### src/rtl/uart_rx_pkg.sv
package uart_rx_pkg;

  typedef enum logic [2:0] {
    RX_IDLE,
    RX_START,
    RX_DATA,
    RX_PAR,
    RX_STOP,
    RX_STOP2
  } rx_state_e;

endpackage

### src/rtl/rx_sync.sv
module rx_sync #(
  parameter int STAGES = 2
) (
  input  logic clk,
  input  logic rst,
  input  logic d_i,
  output logic q_o
);

  logic [STAGES-1:0] chain_q;

  // Resets to the idle-high line level.
  always_ff @(posedge clk) begin
    if (rst) chain_q <= '1;
    else     chain_q <= {chain_q[STAGES-2:0], d_i};
  end

  assign q_o = chain_q[STAGES-1];

endmodule

### src/rtl/rx_frame.sv
module rx_frame
  import uart_rx_pkg::*;
#(
  parameter int DATA_W = 8,
  parameter int OVS    = 16
) (
  input  logic              clk,
  input  logic              rst,
  input  logic              tick_i,
  input  logic              line_i,
  input  logic              rx_en_i,
  input  logic              par_en_i,
  input  logic              par_odd_i,
  input  logic              two_stop_i,
  output logic              done_o,
  output logic [DATA_W-1:0] data_o,
  output logic              stop_ok_o,
  output logic              par_ok_o,
  output logic              busy_o
);

  localparam int CNT_W = $clog2(OVS);
  localparam int IDX_W = $clog2(DATA_W);
  localparam logic [CNT_W-1:0] HALF_M1 = CNT_W'(OVS/2 - 1);
  localparam logic [CNT_W-1:0] FULL_M1 = CNT_W'(OVS - 1);
  localparam logic [IDX_W-1:0] LAST_IX = IDX_W'(DATA_W - 1);

  rx_state_e         state_q;
  logic [CNT_W-1:0]  cnt_q;
  logic [IDX_W-1:0]  idx_q;
  logic [DATA_W-1:0] shreg_q;
  logic              last_q;
  logic              par_bit_q;

  always_ff @(posedge clk) begin
    if (rst) begin
      state_q   <= RX_IDLE;
      cnt_q     <= '0;
      idx_q     <= '0;
      shreg_q   <= '0;
      last_q    <= 1'b1;
      par_bit_q <= 1'b0;
      done_o    <= 1'b0;
      data_o    <= '0;
      stop_ok_o <= 1'b1;
      par_ok_o  <= 1'b1;
    end else begin
      done_o <= 1'b0;
      if (tick_i) begin
        last_q <= line_i;
        case (state_q)
          RX_IDLE: begin
            // Arm only on a high-to-low edge, and only while error-free.
            if (rx_en_i && last_q && !line_i) begin
              state_q <= RX_START;
              cnt_q   <= '0;
            end
          end
          RX_START: begin
            if (cnt_q == HALF_M1) begin
              cnt_q <= '0;
              idx_q <= '0;
              state_q <= line_i ? RX_IDLE : RX_DATA;
            end else begin
              cnt_q <= cnt_q + 1'b1;
            end
          end
          RX_DATA: begin
            if (cnt_q == FULL_M1) begin
              cnt_q   <= '0;
              shreg_q <= {line_i, shreg_q[DATA_W-1:1]};
              if (idx_q == LAST_IX) state_q <= par_en_i ? RX_PAR : RX_STOP;
              else                  idx_q   <= idx_q + 1'b1;
            end else begin
              cnt_q <= cnt_q + 1'b1;
            end
          end
          RX_PAR: begin
            if (cnt_q == FULL_M1) begin
              cnt_q     <= '0;
              par_bit_q <= line_i;
              state_q   <= RX_STOP;
            end else begin
              cnt_q <= cnt_q + 1'b1;
            end
          end
          RX_STOP: begin
            if (cnt_q == FULL_M1) begin
              cnt_q     <= '0;
              done_o    <= 1'b1;
              data_o    <= shreg_q;
              stop_ok_o <= line_i;
              par_ok_o  <= !par_en_i || (((^shreg_q) ^ par_bit_q) == par_odd_i);
              state_q   <= two_stop_i ? RX_STOP2 : RX_IDLE;
            end else begin
              cnt_q <= cnt_q + 1'b1;
            end
          end
          RX_STOP2: begin
            // Second stop period is timed but never sampled.
            if (cnt_q == FULL_M1) begin
              cnt_q   <= '0;
              state_q <= RX_IDLE;
            end else begin
              cnt_q <= cnt_q + 1'b1;
            end
          end
          default: state_q <= RX_IDLE;
        endcase
      end
    end
  end

  assign busy_o = (state_q != RX_IDLE);


  no_start_when_locked_chk: assert property (@(posedge clk) disable iff (rst)
    $rose(busy_o) |-> $past(rx_en_i));


  done_single_pulse_chk: assert property (@(posedge clk) disable iff (rst)
    done_o |=> !done_o);

endmodule

### src/rtl/rx_status.sv
module rx_status #(
  parameter int DATA_W = 8
) (
  input  logic              clk,
  input  logic              rst,
  input  logic              done_i,
  input  logic [DATA_W-1:0] data_i,
  input  logic              stop_ok_i,
  input  logic              par_ok_i,
  input  logic              rx_ie_i,
  input  logic              clr_full_i,
  input  logic              clr_ovr_i,
  input  logic              clr_frm_i,
  input  logic              clr_par_i,
  output logic [DATA_W-1:0] data_o,
  output logic              full_o,
  output logic              ovr_o,
  output logic              frm_o,
  output logic              par_o,
  output logic              irq_rx_o,
  output logic              irq_err_o,
  output logic              rx_en_o
);

  logic full_n, ovr_n, frm_n, par_n, load;

  always_comb begin
    full_n = full_o & ~clr_full_i;
    ovr_n  = ovr_o  & ~clr_ovr_i;
    frm_n  = frm_o  & ~clr_frm_i;
    par_n  = par_o  & ~clr_par_i;
    load   = 1'b0;
    if (done_i) begin
      if (full_o) begin
        ovr_n = 1'b1;
      end else begin
        load = 1'b1;
        if (stop_ok_i && par_ok_i) full_n = 1'b1;
      end
      if (!stop_ok_i) frm_n = 1'b1;
      if (!par_ok_i)  par_n = 1'b1;
    end
  end

  always_ff @(posedge clk) begin
    if (rst) begin
      data_o    <= '0;
      full_o    <= 1'b0;
      ovr_o     <= 1'b0;
      frm_o     <= 1'b0;
      par_o     <= 1'b0;
      irq_rx_o  <= 1'b0;
      irq_err_o <= 1'b0;
    end else begin
      if (load) data_o <= data_i;
      full_o    <= full_n;
      ovr_o     <= ovr_n;
      frm_o     <= frm_n;
      par_o     <= par_n;
      irq_rx_o  <= rx_ie_i & full_n;
      irq_err_o <= rx_ie_i & (ovr_n | frm_n | par_n);
    end
  end

  assign rx_en_o = ~(ovr_o | frm_o | par_o);


  overrun_keeps_data_chk: assert property (@(posedge clk) disable iff (rst)
    (done_i && full_o) |=> ($stable(data_o) && full_o && ovr_o));


  bad_frame_loads_chk: assert property (@(posedge clk) disable iff (rst)
    (done_i && !full_o && !(stop_ok_i && par_ok_i)) |=> (!full_o && data_o == $past(data_i)));


  set_beats_clear_chk: assert property (@(posedge clk) disable iff (rst)
    (done_i && !full_o && stop_ok_i && par_ok_i) |=> full_o);


  irq_err_needs_flag_chk: assert property (@(posedge clk) disable iff (rst)
    irq_err_o |-> (ovr_o || frm_o || par_o));


  irq_rx_needs_full_chk: assert property (@(posedge clk) disable iff (rst)
    irq_rx_o |-> full_o);

endmodule

### src/rtl/uart_rx_err.sv
module uart_rx_err #(
  parameter int DATA_W      = 8,
  parameter int OVS         = 16,
  parameter int SYNC_STAGES = 2
) (
  input  logic              clk,
  input  logic              rst,
  input  logic              rxd_i,
  input  logic              tick_i,
  input  logic              par_en_i,
  input  logic              par_odd_i,
  input  logic              two_stop_i,
  input  logic              rx_ie_i,
  input  logic              clr_full_i,
  input  logic              clr_ovr_i,
  input  logic              clr_frm_i,
  input  logic              clr_par_i,
  output logic [DATA_W-1:0] rx_data_o,
  output logic              full_o,
  output logic              ovr_err_o,
  output logic              frm_err_o,
  output logic              par_err_o,
  output logic              irq_rx_o,
  output logic              irq_err_o
);

  logic              line_s;
  logic              rx_en;
  logic              done;
  logic [DATA_W-1:0] frame_data;
  logic              stop_ok;
  logic              par_ok;
  logic              busy;

  rx_sync #(.STAGES(SYNC_STAGES)) sync_i (
    .clk (clk),
    .rst (rst),
    .d_i (rxd_i),
    .q_o (line_s)
  );

  rx_frame #(.DATA_W(DATA_W), .OVS(OVS)) frame_i (
    .clk        (clk),
    .rst        (rst),
    .tick_i     (tick_i),
    .line_i     (line_s),
    .rx_en_i    (rx_en),
    .par_en_i   (par_en_i),
    .par_odd_i  (par_odd_i),
    .two_stop_i (two_stop_i),
    .done_o     (done),
    .data_o     (frame_data),
    .stop_ok_o  (stop_ok),
    .par_ok_o   (par_ok),
    .busy_o     (busy)
  );

  rx_status #(.DATA_W(DATA_W)) status_i (
    .clk        (clk),
    .rst        (rst),
    .done_i     (done),
    .data_i     (frame_data),
    .stop_ok_i  (stop_ok),
    .par_ok_i   (par_ok),
    .rx_ie_i    (rx_ie_i),
    .clr_full_i (clr_full_i),
    .clr_ovr_i  (clr_ovr_i),
    .clr_frm_i  (clr_frm_i),
    .clr_par_i  (clr_par_i),
    .data_o     (rx_data_o),
    .full_o     (full_o),
    .ovr_o      (ovr_err_o),
    .frm_o      (frm_err_o),
    .par_o      (par_err_o),
    .irq_rx_o   (irq_rx_o),
    .irq_err_o  (irq_err_o),
    .rx_en_o    (rx_en)
  );


  locked_while_error_chk: assert property (@(posedge clk) disable iff (rst)
    (ovr_err_o || frm_err_o || par_err_o) |-> !done);

endmodule

### config.mk
export PLATFORM = sky130hd
export DESIGN_NAME = uart_rx_err
export DESIGN_NICKNAME = d
export VERILOG_FILES = /design/src/rtl/uart_rx_pkg.sv /design/src/rtl/rx_sync.sv /design/src/rtl/rx_frame.sv /design/src/rtl/rx_status.sv /design/src/rtl/uart_rx_err.sv
export SDC_FILE = /design/constraint.sdc
export NUM_CORES = 1
export LEC_CHECK = 0
export ABC_CLOCK_PERIOD_IN_PS = 3000
export BUFFER_PORTS_ARGS = -buffer_cell sky130_fd_sc_hd__buf_2
export CAP_MARGIN = 20
export CELL_PAD_IN_SITES_DETAIL_PLACEMENT = 1
export CELL_PAD_IN_SITES_GLOBAL_PLACEMENT = 1
export CORE_MARGIN = 8
export CORE_UTILIZATION = 45
export DETAILED_ROUTE_END_ITERATION = 8
export HOLD_SLACK_MARGIN = 0.1
export PLACE_DENSITY_LB_ADDON = 0.1
export SETUP_SLACK_MARGIN = 0.2
export SYNTH_ARGS = -nofsm -noshare
export SYNTH_HDL_FRONTEND = slang
export SYNTH_SLANG_ARGS = --single-unit
### constraint.sdc
create_clock -name clk -period 3 [get_ports clk]
set_clock_uncertainty 0.1 [all_clocks]
set_input_delay 0.15 -clock clk [delete_from_list [all_inputs] [get_ports clk]]
set_output_delay 0.15 -clock clk [all_outputs]
set_load 0.01 [all_outputs]
# Word level (Yosys, flattened, before mapping)
# Index checks and enable logic that the tools add are counted.
[totals] register_bits=47 in_bits=12 output_inout_bits=14 wordCells=104
[classes] n_addsub=2 n_eq_ne=17 n_mux=31 n_bitwise=18 reduce_logical=18
[ops] op="$mux W3" count=12
[ops] op="$pmux W3 S6" count=1
[ops] op="$ne A2 B1 Y1 const B" count=7
[ops] op="$mux W1" count=12
[ops] op="$mux W4" count=3
[ops] op="$pmux W4 S3" count=1
[ops] op="$reduce_and A3 Y1" count=4
[ops] op="$eq A3 B3 Y1 const B" count=3
[ops] op="$reduce_and A8 Y1" count=1
[ops] op="$reduce_xor A8 Y1" count=1
[ops] op="$not A1 Y1" count=7
[ops] op="$and A1 B1 Y1" count=6
[ops] op="$eq A3 B2 Y1 const B" count=2
[ops] op="$pmux W3 S2" count=1
[ops] op="$reduce_and A5 Y1" count=1
[ops] op="$add A4 B1 Y4 const B" count=1
[ops] op="$eq A4 B3 Y1 const B" count=1
[ops] op="$eq A4 B4 Y1 const B" count=1
[ops] op="$or A1 B1 Y1" count=4
[ops] op="$reduce_or A4 Y1" count=1
[ops] op="$add A3 B1 Y3 const B" count=1
[ops] op="$eq A3 B1 Y1 const B" count=1
[ops] op="$logic_and A1 B1 Y1" count=3
[ops] op="$logic_not A3 Y1" count=1
[ops] op="9 further kinds" count=10

# Longest topological paths before layout
[depth] ltp_word=7 depth_mapped=7

# Cells and area by module
# A second synthesis with hierarchy kept.
[hier_totals] hier_cells=240 hier_area_um2=2177.1
[by_module_without_submodules] mod="rx_frame" instances=1 cells_per_inst=185 area_each_um2=1606.5 seq_area_each_um2=620.6
[by_module_without_submodules] mod="rx_status" instances=1 cells_per_inst=51 area_each_um2=518.0 seq_area_each_um2=280.3
[by_module_without_submodules] mod="rx_sync" instances=1 cells_per_inst=4 area_each_um2=52.6 seq_area_each_um2=40.0

# Worst setup path after synthesis
# OpenSTA, ideal clock, no wires.
[synth_timing] path_type="reg2reg" start="register status_i.frm_o" end="register frame_i.state_q[1]" setup_time_ns=0.070 arrival_ns=1.707 required_ns=2.830 setup_slack_ns=1.123 stages_incl_launch_ff=6 cell_sequence="dfxtp_1 or4b_4 o21bai_4 o211ai_4 or4_1 a21oi_1"
[synth_via] elab_chain_cells=7
[synth_lines] item="start, declared" line="rx_status.sv:18" source="output logic frm_o,"
[synth_lines] item="start signal, assigned" line="rx_status.sv:58" source="frm_o <= frm_n;"
[synth_lines] item="$or A1 B1 Y1 (2 in a row)" line="rx_status.sv:65" source="assign rx_en_o = ~(ovr_o | frm_o | par_o);"
[synth_lines] item="$not A1 Y1" line="rx_status.sv:65"
[synth_lines] item="$logic_and A1 B1 Y1 (2 in a row)" line="rx_frame.sv:54" source="if (rx_en_i && last_q && !line_i) begin"
[synth_lines] item="$ne A2 B1 Y1 (no source line)"
[synth_lines] item="$reduce_and A8 Y1 (no source line)"
[synth_lines] item="end signal, assigned" line="rx_frame.sv:63" source="state_q <= line_i ? RX_IDLE : RX_DATA;"
[synth_lines] item="end signal, assigned" line="rx_frame.sv:72" source="if (idx_q == LAST_IX) state_q <= par_en_i ? RX_PAR : RX_STOP;"
[synth_lines] item="end signal, assigned" line="rx_frame.sv:94" source="state_q <= two_stop_i ? RX_STOP2 : RX_IDLE;"
[synth_lines] item="end, declared" line="rx_frame.sv:28" source="rx_state_e state_q;"
# Every way passes these cells.
# A chain may end at the register's enable or synchronous reset.

# Final worst setup path
[layout_timing] start="register frame_i.idx_q[0]" end="register frame_i.idx_q[0]"
[layout_via] elab_chain_cells=4 word_cells_on_any_way=7 classes_between="add/sub: 1; eq/ne: 2; mux: 3; reduce/logical: 1"
[layout_lines] item="start, declared" line="rx_frame.sv:30" source="logic [IDX_W-1:0] idx_q;"
[layout_lines] item="start signal, assigned" line="rx_frame.sv:73" source="else idx_q <= idx_q + 1'b1;"
[layout_lines] item="$add A3 B1 Y3" line="rx_frame.sv:73"
[layout_lines] item="$mux W3" line="rx_frame.sv:72"
[layout_lines] item="$mux W3" line="rx_frame.sv:69" source="if (cnt_q == FULL_M1) begin"
[layout_lines] item="$pmux W3 S2" line="rx_frame.sv:51" source="case (state_q)"
# Parallel ways exist; a longest one is shown, timed or not. The select of a mux whose other input is x is not followed.

==> results <==
- Once the clock tree was built, the setup fixing pass inserted 0 buffers.
- The clock transition at the register clock pins on the worst setup and hold paths after CTS is 80 ps.
- The routability congestion estimate is ~0.76.
- Including well taps, the total number of placed cells is a little under 300.
- Dividing total power by cell area gives a power density of 482.9 nW/µm².
- The tree is rooted in a sky130_fd_sc_hd__clkbuf_8.
- The total chip power is 1137 µW.
- The number of slew-limit violations in the final report is 0.
- The number of failing hold endpoints at the final stage is 0.
- The post-synthesis cell area is roughly 2000 µm².
- TritonCTS built the clock tree.
- The count of nets left with antenna violations once routing finished came out at 0.
- After clock tree synthesis, the repair step resized 0 gates.
- The final period demand of the worst path is between 2000 and 2500 ps.
- The count of buffers added on input and output ports is 25.
- The number of instances in the synthesized netlist is between 200 and 250.
- The clock net in this run drives a total of 47 sinks.
- The share of total power dissipated in combinational logic is 0.046.
- During synthesis, Yosys emitted a total of 0 warnings.
- The count of max-cap constraint violations is 0.
- The part of the power in registers is 0.554.
- The post-synthesis to final-layout area growth is 16.18%.
- The tightest min-delay check is of the in2reg type.
- The category of the worst setup path launch point is a flop.
- The core region is roughly 4400 µm².
- Dividing the final minimum period by the clock period gives 0.6859.
- The first global-routing pass estimated just under 8 mm of wire.
- In this run the worst path has a maximum fanout of 4.
- 26 I/O pins were placed.
- Detailed placement ended at an HPWL of ~3.0 mm.
- Of the post-synthesis cell area, the dominant cell type holds 0.4645.
- Clock tree synthesis inserted a total of 5 buffers.
- The required time reported for the critical path endpoint is roughly 3100 ps.
- Measured against its own limit, the worst slew margin works out to 0.4968.
- Using the TritonRoute via totals, the vias-per-cell ratio works out to between 5 and 6.
- Of the synthesized area, sequential elements account for 0.4645.
- In this run the register-to-register setup slack is about 940 ps.
- The number of vias in the routed layout is about 1600.
- After detailed routing, the number of remaining DRC violations is 0.
- Counting every net in the synthesized netlist gives about 240.
- STA classifies the critical path endpoint as a flop.
- Of the cells placed in the final design, the portion with a size suffix greater than 1 is 0.1581.
- The flow ran to the end, and the final reports show no timing, DRC or antenna violations.
- Summed over all layers, the routed wires come to about 4.4 mm.
- CTS built an H-tree with a depth of 2.
- Summed over all cells, the static leakage comes to ~0.00088 µW.
- The post-synthesis register bit count is 47.
- The number of diodes added for antenna fixing is 0.
- Adding up every negative setup slack in the final design gives 0 ps.
- The share of total power dissipated in the clock network is 0.400.
- The die footprint is between 6000 and 7000 µm².
- The die is 83.10 µm tall.
- Entering global routing, the biggest net connects between 40 and 50 pins.
- For the worst-skew pair, the clock arrives at the later sink with an insertion delay of ~300 ps.
- The data arrival at the endpoint of the critical path is between 2000 and 2500 ps.
- The internal portion of the total power is around 890 µW.
- The aggregate global-route resource usage is 0.1314.
- For this run the aggregate overflow at the end of global routing stands at 0.
- The count of different cell masters after synthesis is around 40.
- Timing would allow up to 486.0 MHz.
- Setup repair after global routing left no endpoint under its margin.
- The actual slew at the worst max-slew pin is 754.8 ps.
- The DRC violation total after the first TritonRoute iteration is 87.
- Ranked by total cell area, the synthesized netlist is headed by sky130_fd_sc_hd__dfxtp_1 46%, sky130_fd_sc_hd__mux2i_1 9.4%, sky130_fd_sc_hd__nand2_1 6.5%.
- The maximum number of buffers from clock root to sink is 2.
- In the final layout, the multi-input gates occupy 1027 µm².
- The initial core utilization is 0.4652.
- Of the total power, the share spent switching nets is 0.2151.
- The number of global-route vias before repair is approximately 1700.
- Dividing the detail-routed wire length by the instance count gives roughly 15 µm.
- The total number of placement rows is 24.
- The number of detailed-route iterations in the first pass is 4.
- Averaged over all synthesized cells, the footprint is about 9 µm².
- For this run, the share of the core covered by cells in the final layout is 0.5405.
- After filler insertion, the fill cell instance count of the layout stands at between 500 and 600.
- Across the VDD grid, the largest voltage drop is roughly 0.29 mV.
- Of all cell types, the one taking the most synthesized area is sky130_fd_sc_hd__dfxtp_1.
- Setup violations remaining at the end of the flow were counted as 0.
- The number of antenna violations at the first check in global routing was 0.
- The area taken by flip-flops and latches is approximately 940 µm².
- The chip width is 83.10 µm.
- The number of nets in the layout is roughly 270.
- The final instance count without filler cells is approximately 300.
- The critical path in this run is classified as reg2reg.
- The power dissipated by switching net loads is roughly 240 µW.
placed cells by master, fill, tap and decap left out, types with 3 or more instances in the layout:
cell type | netlist | layout
sky130_fd_sc_hd__inv_1 | 3 | 3
sky130_fd_sc_hd__nor3_1 | 3 | 3
sky130_fd_sc_hd__dfxtp_1 | 47 | 47
sky130_fd_sc_hd__ha_1 | 3 | 3
sky130_fd_sc_hd__o2111ai_1 | 3 | 3
sky130_fd_sc_hd__nor2_1 | 27 | 27
sky130_fd_sc_hd__a21oi_1 | 18 | 18
sky130_fd_sc_hd__clkbuf_8 | 0 | 5
sky130_fd_sc_hd__or3_1 | 3 | 3
sky130_fd_sc_hd__nand2b_1 | 6 | 6
sky130_fd_sc_hd__o21ai_0 | 4 | 4
sky130_fd_sc_hd__buf_2 | 4 | 25
sky130_fd_sc_hd__xnor2_1 | 7 | 7
sky130_fd_sc_hd__mux2i_1 | 19 | 19
sky130_fd_sc_hd__dlygate4sd3_1 | 0 | 7
sky130_fd_sc_hd__nor2b_1 | 3 | 3
sky130_fd_sc_hd__nand2_1 | 35 | 35
through the flow:
step | setup slack, ps | cell area, µm² | hold slack, ps
5_1_grt | 784.7 | 2354 | 123.3
3_5_place_dp | 971.5 | 2177 | 237.4
3_3_place_gp | 1007 | 2177 | 238.3
2_1_floorplan | 1123 | 2026 | 153.8
6_report | 942.3 | 2354 | 118.2
4_1_cts | 942.9 | 2354 | 113.3
area by class of cell:
cell class / count / share of cell area
inverters: 3 / 0.004785
flip-flops and latches: 47 / 0.3998
clock buffers: 5 / 0.02924
multi-input cells: 163 / 0.4365
clock inverters: 2 / 0.01595
well taps: 52 / 0.02764
repair buffers: 33 / 0.08612
critical path, cell delays in order (launching register included):
cell                       delay, ps
sky130_fd_sc_hd__dfxtp_1         330
sky130_fd_sc_hd__ha_1            200
sky130_fd_sc_hd__ha_1            200
sky130_fd_sc_hd__nor4bb_1        490
sky130_fd_sc_hd__o21ai_1         210
sky130_fd_sc_hd__or3_1           340
sky130_fd_sc_hd__a21oi_1         120
cells by family after synthesis:
group | share of synthesized area
and+or+nand+nor | 0.2267
DFF | 0.4645
AOI/OAI and AO/OA | 0.1266
muxes | 0.09388
buffers and inverters | 0.02841
xor gates and xnor gates | 0.04138
adders and majority gates | 0.01853
synthesized netlist by cell type:
master                       n
sky130_fd_sc_hd__and3_1      2
sky130_fd_sc_hd__ha_1        3
sky130_fd_sc_hd__or3_1       3
sky130_fd_sc_hd__nor4bb_1    1
sky130_fd_sc_hd__and2_1      2
sky130_fd_sc_hd__nand2b_1    6
sky130_fd_sc_hd__nand4b_1    1
sky130_fd_sc_hd__a2bb2oi_1   1
sky130_fd_sc_hd__mux2i_1    19
sky130_fd_sc_hd__dfxtp_1    47
sky130_fd_sc_hd__nor2b_1     3
sky130_fd_sc_hd__xnor3_1     1
sky130_fd_sc_hd__nor2_2      1
sky130_fd_sc_hd__a2111oi_0   1
sky130_fd_sc_hd__a41oi_1     1
sky130_fd_sc_hd__o2111ai_1   3
sky130_fd_sc_hd__buf_2       4
sky130_fd_sc_hd__a21oi_1    18
sky130_fd_sc_hd__nor2_1     27
sky130_fd_sc_hd__o21ai_0     4
sky130_fd_sc_hd__a32o_1      1
sky130_fd_sc_hd__a32oi_1     1
sky130_fd_sc_hd__or4b_4      1
sky130_fd_sc_hd__clkbuf_1    7
sky130_fd_sc_hd__nand3_1     2
sky130_fd_sc_hd__inv_1       3
sky130_fd_sc_hd__nor3b_1     1
sky130_fd_sc_hd__xnor2_1     7
sky130_fd_sc_hd__nand4_1     2
sky130_fd_sc_hd__a21oi_2     1
sky130_fd_sc_hd__or4_1       2
sky130_fd_sc_hd__o211ai_4    1
sky130_fd_sc_hd__or2b_1      1
sky130_fd_sc_hd__nand3b_1    1
sky130_fd_sc_hd__a31oi_1     2
sky130_fd_sc_hd__o21bai_4    1
sky130_fd_sc_hd__nor3_1      3
sky130_fd_sc_hd__o21ai_1     1
sky130_fd_sc_hd__or2_2       2
sky130_fd_sc_hd__nand2_1    35
sky130_fd_sc_hd__o41ai_1     1
repair_timing:
action | in CTS | in global routing
hold buffers | 7 | 0
hold endpoints to repair | 7 | 0
setup endpoints to repair | 0 | 0
metal layers:
metal	vias to the layer above	wire, µm	track usage
met3	6	136	0.03516
met2	22	2168	0.2171
met4	0	53	0.04952
met1	769	2088	0.1580
met5	-	0	0
li1	829	-	-
power by group through the flow:
stage / Sequential [µW] / Combinational [µW] / Clock (µW)
2_1_floorplan: 643 / 32.4 / 0
5_1_grt: 631 / 58.0 / 487
4_1_cts: 630 / 52.0 / 469
6_report: 630 / 51.8 / 455
3_5_place_dp: 644 / 45.6 / 0
3_3_place_gp: 644 / 46.0 / 0
final timing paths:
kind	from	end	depth (start not counted)
setup / recovery	frame_i.idx_q[0]$_SDFFE_PP0P_	frame_i.idx_q[0]$_SDFFE_PP0P_	6
hold / removal	par_en_i	frame_i.par_ok_o$_SDFFE_PP1P_	3
setup reg to reg	frame_i.idx_q[0]$_SDFFE_PP0P_	frame_i.idx_q[0]$_SDFFE_PP0P_	6
hold reg to reg	sync_i.chain_q[0]$_SDFF_PP1_	sync_i.chain_q[1]$_SDFF_PP1_	1
registers in the layout (all words and copies together), names as in the netlist, 2 cells and up:
signal	cells
frame_i.shreg_q	8
frame_i.data_o	8
frame_i.cnt_q	4
frame_i.idx_q	3
status_i.data_o	8
sync_i.chain_q	2
frame_i.state_q	3
(Power assumes the default switching activity.)
